## config.mk

```make
export PLATFORM = sky130hd
export DESIGN_NAME = ipi_bank
export DESIGN_NICKNAME = d
export VERILOG_FILES = /design/src/rtl/ipi_pkg.sv /design/src/rtl/ipi_decode.sv /design/src/rtl/ipi_cell.sv /design/src/rtl/ipi_resp.sv /design/src/rtl/ipi_bank.sv
export SDC_FILE = /design/constraint.sdc
export NUM_CORES = 1
export LEC_CHECK = 0
export BUFFER_PORTS_ARGS = -buffer_cell sky130_fd_sc_hd__buf_2
export CAP_MARGIN = 20
export CORE_MARGIN = 3
export CORE_UTILIZATION = 32
export DETAILED_ROUTE_END_ITERATION = 8
export PLACE_DENSITY = 0.85
export SYNTH_ARGS = -nofsm -noshare
export SYNTH_HDL_FRONTEND = slang
export SYNTH_SLANG_ARGS = --single-unit
```

## constraint.sdc

```tcl
create_clock -name clk -period 2.8 [get_ports clk]
set_input_delay 0.7 -clock clk [delete_from_list [all_inputs] [get_ports clk]]
set_output_delay 0.7 -clock clk [all_outputs]
set_load 0.01 [all_outputs]
```

## src/rtl/ipi_pkg.sv

```systemverilog
// Shared types for the software interrupt bank.
// Assumes a 32-bit register bus with an explicit size code per request.
package ipi_pkg;

    typedef enum logic [1:0] {
        SZ_BYTE  = 2'd0,
        SZ_HALF  = 2'd1,
        SZ_WORD  = 2'd2,
        SZ_DWORD = 2'd3
    } acc_size_e;

    // Decoded request, common to all harts
    typedef struct packed {
        logic legal;     // valid, word-sized, aligned, in range
        logic bad;       // valid but not legal
        logic is_write;  // write request
        logic wbit;      // bit 0 of write data
    } ipi_cmd_t;

endpackage

```

## src/rtl/ipi_decode.sv

```systemverilog
// Address and size decode for the interrupt bank.
// Produces a one-hot hart select and the legality of the current request.
// Assumes ADDR_W >= IDX_W + 2, so every hart's word is addressable.
module ipi_decode
    import ipi_pkg::*;
#(
    parameter int NUM_HARTS = 4,
    parameter int ADDR_W    = 12
) (
    input  logic                 req_valid,
    input  logic                 req_write,
    input  logic [ADDR_W-1:0]    req_addr,
    input  logic [1:0]           req_size,
    input  logic [31:0]          req_wdata,
    output ipi_cmd_t             cmd_o,
    output logic [NUM_HARTS-1:0] hit_o
);
    localparam int IDX_W = (NUM_HARTS > 1) ? $clog2(NUM_HARTS) : 1;
    localparam logic [ADDR_W:0] LIMIT = (ADDR_W+1)'(4 * NUM_HARTS);

    logic             in_range;
    logic             shape_ok;
    logic [IDX_W-1:0] idx;
    logic             unused_wdata;

    assign unused_wdata = ^req_wdata[31:1];

    // Classify the request: range, size and alignment
    always_comb begin
        in_range       = ({1'b0, req_addr} < LIMIT);
        shape_ok       = (req_size == SZ_WORD) && (req_addr[1:0] == 2'b00);
        idx            = req_addr[IDX_W+1:2];
        cmd_o.legal    = req_valid && in_range && shape_ok;
        cmd_o.bad      = req_valid && !(in_range && shape_ok);
        cmd_o.is_write = req_write;
        cmd_o.wbit     = req_wdata[0];
    end

    for (genvar h = 0; h < NUM_HARTS; h++) begin : g_hit
        // One-hot select of the addressed hart for legal requests only
        assign hit_o[h] = cmd_o.legal && (idx == IDX_W'(h));
    end

endmodule

```

## src/rtl/ipi_cell.sv

```systemverilog
// One hart's pending flag. SET_ONLY picks the variant:
//   0: set and clear by bus write, cleared by reset, ext_clr_i unused.
//   1: set by bus write, cleared by ext_clr_i, no reset, set beats clear.
// Assumes set_i and wclr_i are never high together.
module ipi_cell #(
    parameter bit SET_ONLY = 1'b0
) (
    input  logic clk,
    input  logic rst_n,
    input  logic set_i,
    input  logic wclr_i,
    input  logic ext_clr_i,
    output logic pend_o
);
    logic pend_q;

    if (SET_ONLY) begin : g_set_only
        logic unused_in;
        assign unused_in = rst_n ^ wclr_i;

        // Set by write, dropped by the external clear, set has priority
        always_ff @(posedge clk) begin
            if (set_i)          pend_q <= 1'b1;
            else if (ext_clr_i) pend_q <= 1'b0;
        end
    end else begin : g_read_write
        logic unused_in;
        assign unused_in = ext_clr_i;

        // Pending flag under full software control, cleared by reset
        always_ff @(posedge clk) begin
            if (!rst_n)      pend_q <= 1'b0;
            else if (set_i)  pend_q <= 1'b1;
            else if (wclr_i) pend_q <= 1'b0;
        end
    end

    assign pend_o = pend_q;

endmodule

```

## src/rtl/ipi_resp.sv

```systemverilog
// Response stage: registers read data, the valid pulse and the error flag
// one cycle after each request. Read data is zero in set-only mode.
// Assumes hit_i is one-hot or zero.
module ipi_resp
    import ipi_pkg::*;
#(
    parameter int NUM_HARTS = 4,
    parameter bit SET_ONLY  = 1'b0
) (
    input  logic                 clk,
    input  logic                 rst_n,
    input  logic                 req_valid,
    input  ipi_cmd_t             cmd_i,
    input  logic [NUM_HARTS-1:0] hit_i,
    input  logic [NUM_HARTS-1:0] pend_i,
    output logic                 rsp_valid,
    output logic [31:0]          rsp_rdata,
    output logic                 rsp_err
);
    logic rd_bit;

    // Selected pending flag for a legal read in read/write mode
    always_comb begin
        rd_bit = cmd_i.legal && !cmd_i.is_write && !SET_ONLY && (|(pend_i & hit_i));
    end

    // Register the response for the next cycle
    always_ff @(posedge clk) begin
        if (!rst_n) begin
            rsp_valid <= 1'b0;
            rsp_rdata <= '0;
            rsp_err   <= 1'b0;
        end else begin
            rsp_valid <= req_valid;
            rsp_rdata <= {31'b0, rd_bit};
            rsp_err   <= cmd_i.bad;
        end
    end

endmodule

```

## src/rtl/ipi_bank.sv

```systemverilog
// Per-hart software interrupt bank. One word per hart at offset 4*n, with
// bit 0 as the pending flag. SET_ONLY = 0 gives a read/write flag that reset
// clears. SET_ONLY = 1 gives a write-one-to-set flag that reads as zero,
// ignores reset and drops only through hart_clr.
// Assumes a single outstanding request per cycle and ADDR_W >= clog2(4*NUM_HARTS).
module ipi_bank
    import ipi_pkg::*;
#(
    parameter int NUM_HARTS = 4,
    parameter int ADDR_W    = 12,
    parameter bit SET_ONLY  = 1'b0
) (
    input  logic                 clk,
    input  logic                 rst_n,
    input  logic                 req_valid,
    input  logic                 req_write,
    input  logic [ADDR_W-1:0]    req_addr,
    input  logic [1:0]           req_size,
    input  logic [31:0]          req_wdata,
    output logic                 rsp_valid,
    output logic [31:0]          rsp_rdata,
    output logic                 rsp_err,
    input  logic [NUM_HARTS-1:0] hart_clr,
    output logic [NUM_HARTS-1:0] sw_irq
);
    ipi_cmd_t             cmd;
    logic [NUM_HARTS-1:0] hit;
    logic [NUM_HARTS-1:0] pend;

    ipi_decode #(.NUM_HARTS(NUM_HARTS), .ADDR_W(ADDR_W)) u_decode (
        .req_valid (req_valid),
        .req_write (req_write),
        .req_addr  (req_addr),
        .req_size  (req_size),
        .req_wdata (req_wdata),
        .cmd_o     (cmd),
        .hit_o     (hit)
    );

    for (genvar h = 0; h < NUM_HARTS; h++) begin : g_cell
        ipi_cell #(.SET_ONLY(SET_ONLY)) u_cell (
            .clk       (clk),
            .rst_n     (rst_n),
            .set_i     (hit[h] && cmd.is_write && cmd.wbit),
            .wclr_i    (hit[h] && cmd.is_write && !cmd.wbit),
            .ext_clr_i (hart_clr[h]),
            .pend_o    (pend[h])
        );
    end

    ipi_resp #(.NUM_HARTS(NUM_HARTS), .SET_ONLY(SET_ONLY)) u_resp (
        .clk       (clk),
        .rst_n     (rst_n),
        .req_valid (req_valid),
        .cmd_i     (cmd),
        .hit_i     (hit),
        .pend_i    (pend),
        .rsp_valid (rsp_valid),
        .rsp_rdata (rsp_rdata),
        .rsp_err   (rsp_err)
    );

    assign sw_irq = pend;

endmodule

```

==> flow_metrics.tcl, run 1 <==
set metrics [dict create \
    crit_buf_inv 1 \
    cp.required_ns 2.10 \
    post-route-util_pct 37.39 \
    crit_path_start_kind "flop" \
    num_io_pins 92 \
    setup.worst_path.start "g_cell[3].u_cell.pend_o" \
    clock_latency_ns 0.25 \
    min_path_type "reg -> reg" \
    synth_cell_type_count 15 \
    placed_cell_area_um2 654.4 \
    status "complete, no violations" \
    synth_top_area_cell "buf_4" \
    place.gp.congestion 0.7639 \
    tns_ns 0 \
    yosys-top-cells-area "buf_4 41%, dfxtp_1 22%, nor4_4 6.6%" \
    crit_type "reg -> out" \
    total_power_uw 244.3 \
    layout_commonest_cell "conb_1" \
    drtAntennaViolNets 0 \
    clock.fmax_mhz 688.7 \
    grt_pass1_vias 412 \
    areaGrowthSynthToFinish_pct 5.019 \
    p_int_uw 171.1 \
    combPwrFrac_pct 21.0 \
    drive_gt1_share_pct 35.48 \
    drt_iter0_markers 0 \
    synth.yosys.warnings 0 \
    reg2reg_from "g_cell[3].u_cell.pend_o" \
    gr-total-overflow 0 \
    drc 0 \
    slew_viol_final 0 \
    final_cell_mix "31 x conb_1, 25 x buf_2, 7 x dfxtp_1" \
    ys_seq_elements 7 \
    vdd_ir_drop_max_mv 0.1348 \
    grt_max_degree 7 \
    path_max_fanout 3 \
    fill_cells 203 \
    postCtsSetupBuffers 0 \
    cts_buffers 3 \
    design_area_um2 680.7 \
    initial_core_util_pct 35.60 \
    grt_pass1_wl_mm 1.718 \
    cp.depth 1 \
    slowest_delay_ns 0.35 \
    worstHoldPathCells 2 \
    io_buffers 25 \
    synth_top_area_share_pct 40.54 \
    root_buffer "clkbuf_4" \
    cts_resized 0 \
    cts_tree "done" \
    drv_cap 0 \
    htree_levels 1 \
    grt_setup_unrepaired "no" \
    diodes 0 \
    syn_inst 69 \
    cts_buffer_depth 2 \
    slowest_stage "dfxtp_1" \
    power_switching_uw 73.23 \
    postCtsHoldBufs 0 \
    core_area_um2 1821 \
    die_area_um2 2602 \
    setup-violations-final 0 \
    swShare_pct 29.98 \
    seq_power_share_pct 41.6 \
    cts.sinks 7 \
    path_delay_family "flip-flops" \
    period_needed_ns 1.452 \
    nets 148 \
    cp-end-kind "output pin" \
    reg2reg_depth 3 \
    fin_skew_ns 0.005171 \
    power_density_nw_per_um2 358.9 \
    place_hpwl_mm 1.040 \
    wl_per_cell_um 10.01 \
    syn_avg_cell_area_um2 9.393 \
    synth-seq-area-share_pct 21.62 \
    cp_cell_sequence "buf_2" \
    clkPwrFrac_pct 37.5 \
    row_count 15 \
    cts.clk_slew.worst_paths_ns 0.05 \
    hold_violations 0 \
    first_pass_iters 1 \
    hold_path.startpoint "g_cell[2].u_cell.pend_o" \
    syn_area_um2 648.1 \
    num_vias 457 \
    globalRouteTotalUtil_pct 9.141 \
    drt_wl_total_mm 1.181 \
    antenna_found_initial 0 \
    p_leak_nw 0.3762 \
    cp.arrival_ns 0.75 \
    avgViaCountPerCell 3.873 \
    die_w_um 51.01 \
    period_share_pct 51.86 \
    fp.dieH_um 51.01 \
]
==> kinds of logic after synthesis <==
logic type / after synthesis / synth area share (%)
buf+inv: 36 / 41.12
other cells: 1 / 0.5786
mux: 5 / 9.653
compound gates: 1 / 0.9659
flops: 7 / 21.62
simple gates: 19 / 26.06
==> power groups by stage <==
| stage | clock [mW] | combinational [mW] | sequential [mW] |
|---|---|---|---|
| after floorplan | 0 | 0.0587 | 0.105 |
| final | 0.0915 | 0.0513 | 0.102 |
| after detailed placement | 0 | 0.0504 | 0.104 |
| after global placement | 0 | 0.0490 | 0.104 |
| after global routing | 0.105 | 0.0568 | 0.102 |
| after CTS | 0.0953 | 0.0505 | 0.102 |
==> metrics by stage <==
stage | hold slack [ns] | cells | worst slack (ns)
6_report | 0.4757 | 118 | 1.348
5_1_grt | 0.5002 | 118 | 1.303
4_1_cts | 0.4795 | 118 | 1.335
3_5_place_dp | 0.4720 | 114 | 1.112
3_3_place_gp | 0.4623 | 114 | 1.152
2_1_floorplan | 0.4487 | 99 | 1.348
==> cell type report <==
cell class	count	area (µm²)	share of cell area, %
sequential	7	140.1	20.59
timing repair buffer	25	125.1	18.38
multi-input combinational	56	354.1	52.02
clock buffer	4	26.28	3.860
tap	25	31.28	4.596
inverter	1	3.754	0.5515
==> synth_stat cells <==
| cell | instances |
|---|---|
| buf_4 | 35 |
| dfxtp_1 | 7 |
| nand2_1 | 6 |
| nand4_1 | 5 |
| mux2i_1 | 4 |
| and4b_1 | 2 |
| nor4_4 | 2 |
| a31oi_1 | 1 |
| and4_1 | 1 |
| conb_1 | 1 |
| inv_1 | 1 |
| mux4_2 | 1 |
| nor3_2 | 1 |
| nor4b_4 | 1 |
| nor4bb_1 | 1 |
==> layer usage <==
| layer | share of wire (%) | wire, µm | GRT usage (%) |
|---|---|---|---|
| met1 | 29 | 342 | 7.937 |
| met2 | 55 | 648 | 16.31 |
| met3 | 15 | 178 | 5.831 |
| met4 | 0.93 | 11 | 4.036 |
| met5 | 0 | 0 | 0 |
==> sequential cells by signal (all words and copies together) (netlist names) <==
| register | flops |
|---|---|
| g_cell.u_cell.pend_o | 4 |
| u_resp.rsp_err | 1 |
| u_resp.rsp_rdata | 1 |
| u_resp.rsp_valid | 1 |
==> worst paths after layout <==
kind,to,slack [ns]
worst max-delay path,sw_irq[3],1.35
worst min register to register,g_cell[2].u_cell.pend_o,0.48
worst min-delay path,g_cell[2].u_cell.pend_o,0.48
worst max register to register,u_resp.rsp_rdata[0],1.74
(Power assumes the default switching activity.)
==> run 2, diff against run 1 <==
- CORE_UTILIZATION: 32 -> 30
- PLACE_DENSITY: 0.85 -> 0.8
- clock period: 2.8 -> 1.5 ns (I/O delays scaled with it)
==> run 2 against run 1 <==
Net effect: routed wire length shrank 2.0%; cell count grew 1.7%; sequential power grew 86%; flip-flop and latch count is the same; worst setup slack lost 0.97 ns; highest routed layer unchanged; first-iteration DRC count grew 7; die area grew 5.9%; combinational power grew 87%.
==> flow_metrics.tcl, run 2 (same netlist as run 1, synthesis figures left out) <==
set metrics [dict create \
    root_buffer "clkbuf_4" \
    hold_ws_ns 0.3560 \
    reg2reg_from "g_cell[3].u_cell.pend_o" \
    postCtsSetupBuffers 0 \
    hold_violations 0 \
    largest_reg_flops 4 \
    grt_setup_unrepaired "no" \
    layout_commonest_cell "conb_1" \
    period_share_pct 74.49 \
    drv_cap 0 \
    status "complete, no violations" \
    first_pass_iters 2 \
    combPwrFrac_pct 21.4 \
    cp.arrival_ns 0.74 \
    initial_core_util_pct 32.38 \
    cts.sinks 7 \
    cp_cell_sequence "buf_2" \
    total_power_uw 449.9 \
    power_density_nw_per_um2 658.5 \
    final_cell_mix "31 x conb_1, 25 x buf_2, 7 x dfxtp_1" \
    drive_gt1_share_pct 35.48 \
    postCtsHoldBufs 0 \
    cts_buffer_depth 2 \
    num_io_pins 92 \
    period_needed_ns 1.117 \
    design_area_um2 683.2 \
    seq_power_share_pct 42.2 \
    clock_latency_ns 0.25 \
    avgViaCountPerCell 3.750 \
    cp-end-kind "output pin" \
    die_area_um2 2754 \
    place.gp.congestion 0.6630 \
    diodes 0 \
    path_delay_family "flip-flops" \
    cts_tree "done" \
    vdd_ir_drop_max_mv 0.3484 \
    die_w_um 52.48 \
    setup-violations-final 0 \
    wl_met3_um 157 \
    swShare_pct 29.07 \
    p_leak_nw 0.3762 \
    setup.worst_path.start "g_cell[3].u_cell.pend_o" \
    htree_levels 1 \
    fin_skew_ns 0.005968 \
    placed_cell_area_um2 656.9 \
    wl_met1_um 387 \
    cts_resized 0 \
    min_path_type "in -> reg" \
    crit_type "reg -> out" \
    areaGrowthSynthToFinish_pct 5.405 \
    fp.dieH_um 52.48 \
    num_vias 450 \
    grt_pass1_vias 391 \
    drtAntennaViolNets 0 \
    crit_path_start_kind "flop" \
    cts.clk_slew.worst_paths_ns 0.05 \
    tns_ns 0 \
    slowest_stage "dfxtp_1" \
    place_hpwl_mm 1.057 \
    power_switching_uw 130.8 \
    path_max_fanout 3 \
    drc 0 \
    slowest_delay_ns 0.35 \
    clkPwrFrac_pct 36.5 \
    fill_cells 220 \
    gr-total-overflow 0 \
    grt_pass1_wl_mm 1.587 \
    met2_length_um 600 \
    p_int_uw 319.1 \
    row_count 16 \
    hold_path.startpoint "req_write" \
    routed.top_layer "met4" \
    crit_buf_inv 1 \
    slew_viol_final 0 \
    antenna_found_initial 0 \
    drt_iter0_markers 7 \
    globalRouteTotalUtil_pct 8.304 \
    cp.required_ns 1.12 \
    grt_max_degree 7 \
    drt_wl_total_mm 1.157 \
    clock.fmax_mhz 894.9 \
    nets 148 \
    core_area_um2 2002 \
    io_buffers 25 \
    cts_buffers 3 \
    wl_per_cell_um 9.642 \
]
-- run 2: worst paths after layout --
path | to | slack (ns) | cells past startpoint
worst max register to register | u_resp.rsp_rdata[0] | 0.44 | 3
worst max-delay path | sw_irq[3] | 0.38 | 1
worst min-delay path | u_resp.rsp_rdata[0] | 0.36 | 2
worst min register to register | g_cell[1].u_cell.pend_o | 0.48 | 2
-- run 2: metrics by stage --
stage               cells  util, %  setup WS [ns]
global placement      116    32.81         0.1737
detailed placement    116    32.81         0.1301
CTS                   120    34.13         0.3773
global route          120    34.13         0.3229
floorplan              99        -         0.3734
finish                120    34.13         0.3826
-- run 2: area by class of cell --
| cell class | instances | area [µm²] | share of cell area (%) |
|---|---|---|---|
| repair buffers | 25 | 125.1 | 18.32 |
| flip-flops and latches | 7 | 140.1 | 20.51 |
| clock buffers | 4 | 26.28 | 3.846 |
| inverters | 1 | 3.754 | 0.5495 |
| well taps | 27 | 33.78 | 4.945 |
| multi-input cells | 56 | 354.1 | 51.83 |
-- run 2: layer usage --
layer	track usage, %	up-vias
li1	-	222
met1	8.532	193
met2	13.22	33
met3	5.128	2
met4	3.830	0
met5	0	-
-- run 2: power groups by stage --
| stage | Clock (mW) | Sequential [mW] | Combinational (mW) |
|---|---|---|---|
| 3_3_place_gp | 0 | 0.193 | 0.0912 |
| 4_1_cts | 0.171 | 0.190 | 0.0948 |
| 3_5_place_dp | 0 | 0.193 | 0.0947 |
| 2_1_floorplan | 0 | 0.195 | 0.110 |
| 5_1_grt | 0.184 | 0.189 | 0.106 |
| 6_report | 0.164 | 0.190 | 0.0961 |
==> run 3, diff against run 2 <==
- CORE_ASPECT_RATIO: default -> 1.75
- CORE_UTILIZATION: 30 -> 27
- PLACE_DENSITY: 0.8 -> 0.76
- clock period: 1.5 -> 0.9 ns (I/O delays scaled with it)
==> run 3 against run 2 <==
Net effect: the run now ends with setup timing left; critical path depth increased by 2; clock-buffer cell count unchanged; design area rose by 16%; clock skew barely moved; register-to-register slack worse by 0.60 ns; first-iteration DRC count is 29% lower; flip-flop and latch count unchanged.
==> flow_metrics.tcl, run 3 (same netlist as run 1, synthesis figures left out) <==
set metrics [dict create \
    status "finished with violations" \
    violations "setup timing" \
    cts.clk_slew.worst_paths_ns 0.06 \
    row_count 22 \
    cts_buffers 3 \
    slowest_delay_ns 0.45 \
    min_path_type "in -> reg" \
    antenna_found_initial 0 \
    multi_input_comb_area_um2 354.1 \
    power_density_nw_per_um2 997.8 \
    period_share_pct 117.8 \
    first_pass_iters 4 \
    grt_max_degree 7 \
    die_w_um 43.04 \
    fin_skew_ns 0.006192 \
    seqCellArea_um2 145.1 \
    num_io_pins 92 \
    total_power_uw 790.3 \
    crit_path_start_kind "flop" \
    cp_cell_sequence "mux4_2 -> nand4_1 -> nor3_2" \
    diodes 0 \
    areaGrowthSynthToFinish_pct 22.20 \
    worstHoldPathCells 3 \
    htree_levels 1 \
    final_cell_mix "31 x conb_1, 18 x buf_2, 10 x buf_6" \
    die_area_um2 3048 \
    clock.fmax_mhz 943.6 \
    nets 155 \
    wl_per_cell_um 10.70 \
    gr-total-overflow 0 \
    largest_reg_flops 4 \
    p_leak_nw 0.4258 \
    hold_ws_ns 0.2369 \
    place_hpwl_mm 1.067 \
    crit_type "reg -> reg" \
    cts.sinks 7 \
    cp.arrival_ns 1.21 \
    root_buffer "clkbuf_4" \
    drt_wl_total_mm 1.327 \
    cts_tree "done" \
    initial_core_util_pct 29.43 \
    drtAntennaViolNets 0 \
    grt_pass1_wl_mm 1.938 \
    drc 0 \
    path_max_fanout 2 \
    drt_iter0_markers 5 \
    p_int_uw 543.5 \
    globalRouteTotalUtil_pct 8.722 \
    grt_setup_unrepaired "yes" \
    drive_gt1_share_pct 44.00 \
    slew_viol_final 0 \
    seq_power_share_pct 39.9 \
    period_needed_ns 1.060 \
    place.gp.congestion 0.7639 \
    clkPwrFrac_pct 38.2 \
    grt_pass1_vias 445 \
    finalWorstSetupSlack_ns -0.1598 \
    io_buffers 25 \
    cp-end-kind "flop" \
    cp.required_ns 1.05 \
    clock_latency_ns 0.26 \
    cts_buffer_depth 2 \
    post-place-ws_ns -0.2988 \
    slowest_stage "mux4_2" \
    hold_violations 0 \
    swShare_pct 31.22 \
    reg2reg_depth 3 \
    combPwrFrac_pct 21.9 \
    vdd_ir_drop_max_mv 0.4232 \
    layout_commonest_cell "conb_1" \
    setup-violations-final 10 \
    drv_cap 0 \
    core_area_um2 2202 \
    fill_cells 236 \
    power_switching_uw 246.8 \
    num_vias 517 \
    fp.dieH_um 70.82 \
    avgViaCountPerCell 4.169 \
]
==> run 3: changes by cell type in the layout (fill, tap and decap cells not counted) <==
cell | previous run | this run
dfxtp_2 | 0 | 4
buf_4 | 0 | 4
buf_6 | 0 | 10
buf_2 | 25 | 18
dfxtp_1 | 7 | 3
==> run 3: power groups by stage <==
stage,Sequential [mW],Combinational [mW],Clock (mW)
3_5_place_dp,0.322,0.160,0
3_3_place_gp,0.322,0.157,0
2_1_floorplan,0.325,0.183,0
5_1_grt,0.315,0.189,0.333
6_report,0.315,0.173,0.302
4_1_cts,0.315,0.164,0.314
==> run 3: worst max-delay path, delay by kind of cell (launching register included) <==
kind,cells,cell delay [ns]
and+or+nand+nor,2,0.18
muxes,1,0.45
DFF,1,0.32
==> run 3: worst paths after layout <==
check | slack (ns) | to | start
worst min register to register | 0.57 | g_cell[2].u_cell.pend_o | g_cell[2].u_cell.pend_o
worst max-delay path | -0.16 | u_resp.rsp_rdata[0] | g_cell[3].u_cell.pend_o
worst min-delay path | 0.24 | u_resp.rsp_err | req_addr[5]
worst max register to register | -0.16 | u_resp.rsp_rdata[0] | g_cell[3].u_cell.pend_o
==> run 3: layout make-up <==
| cell class | instances | area share (%) |
|---|---|---|
| well taps | 24 | 3.791 |
| multi-input cells | 56 | 44.71 |
| inverters | 1 | 0.4739 |
| repair buffers | 32 | 29.38 |
| flip-flops and latches | 7 | 18.33 |
| clock buffers | 4 | 3.318 |
==> run 3: routing by layer <==
layer | share of wire (%) | global-route usage (%) | routed length, µm
met1 | 29 | 7.680 | 385
met2 | 52 | 14.88 | 688
met3 | 17 | 4.326 | 223
met4 | 2.3 | 6.040 | 30
met5 | 0 | 0 | 0
==> run 3: what timing repair did <==
item	4_1_cts	5_1_grt
buffers inserted	1	1
pin swaps	4	7
hold buffers	0	0
cloned	0	0
resized for setup	10	5
setup endpoints to repair	10	12
==> run 3: per-stage QoR <==
| step | std cells | TNS [ns] | utilization (%) | area (µm²) |
|---|---|---|---|---|
| 2_1_floorplan | 99 | -0.4029 | - | 760.7 |
| 6_report | 124 | -0.7408 | 35.97 | 792.0 |
| 3_5_place_dp | 118 | -1.491 | 31.36 | 690.7 |
| 5_1_grt | 124 | -1.168 | 35.97 | 792.0 |
| 4_1_cts | 123 | -0.8014 | 34.83 | 767.0 |
| 3_3_place_gp | 118 | -1.338 | 31.36 | 690.7 |
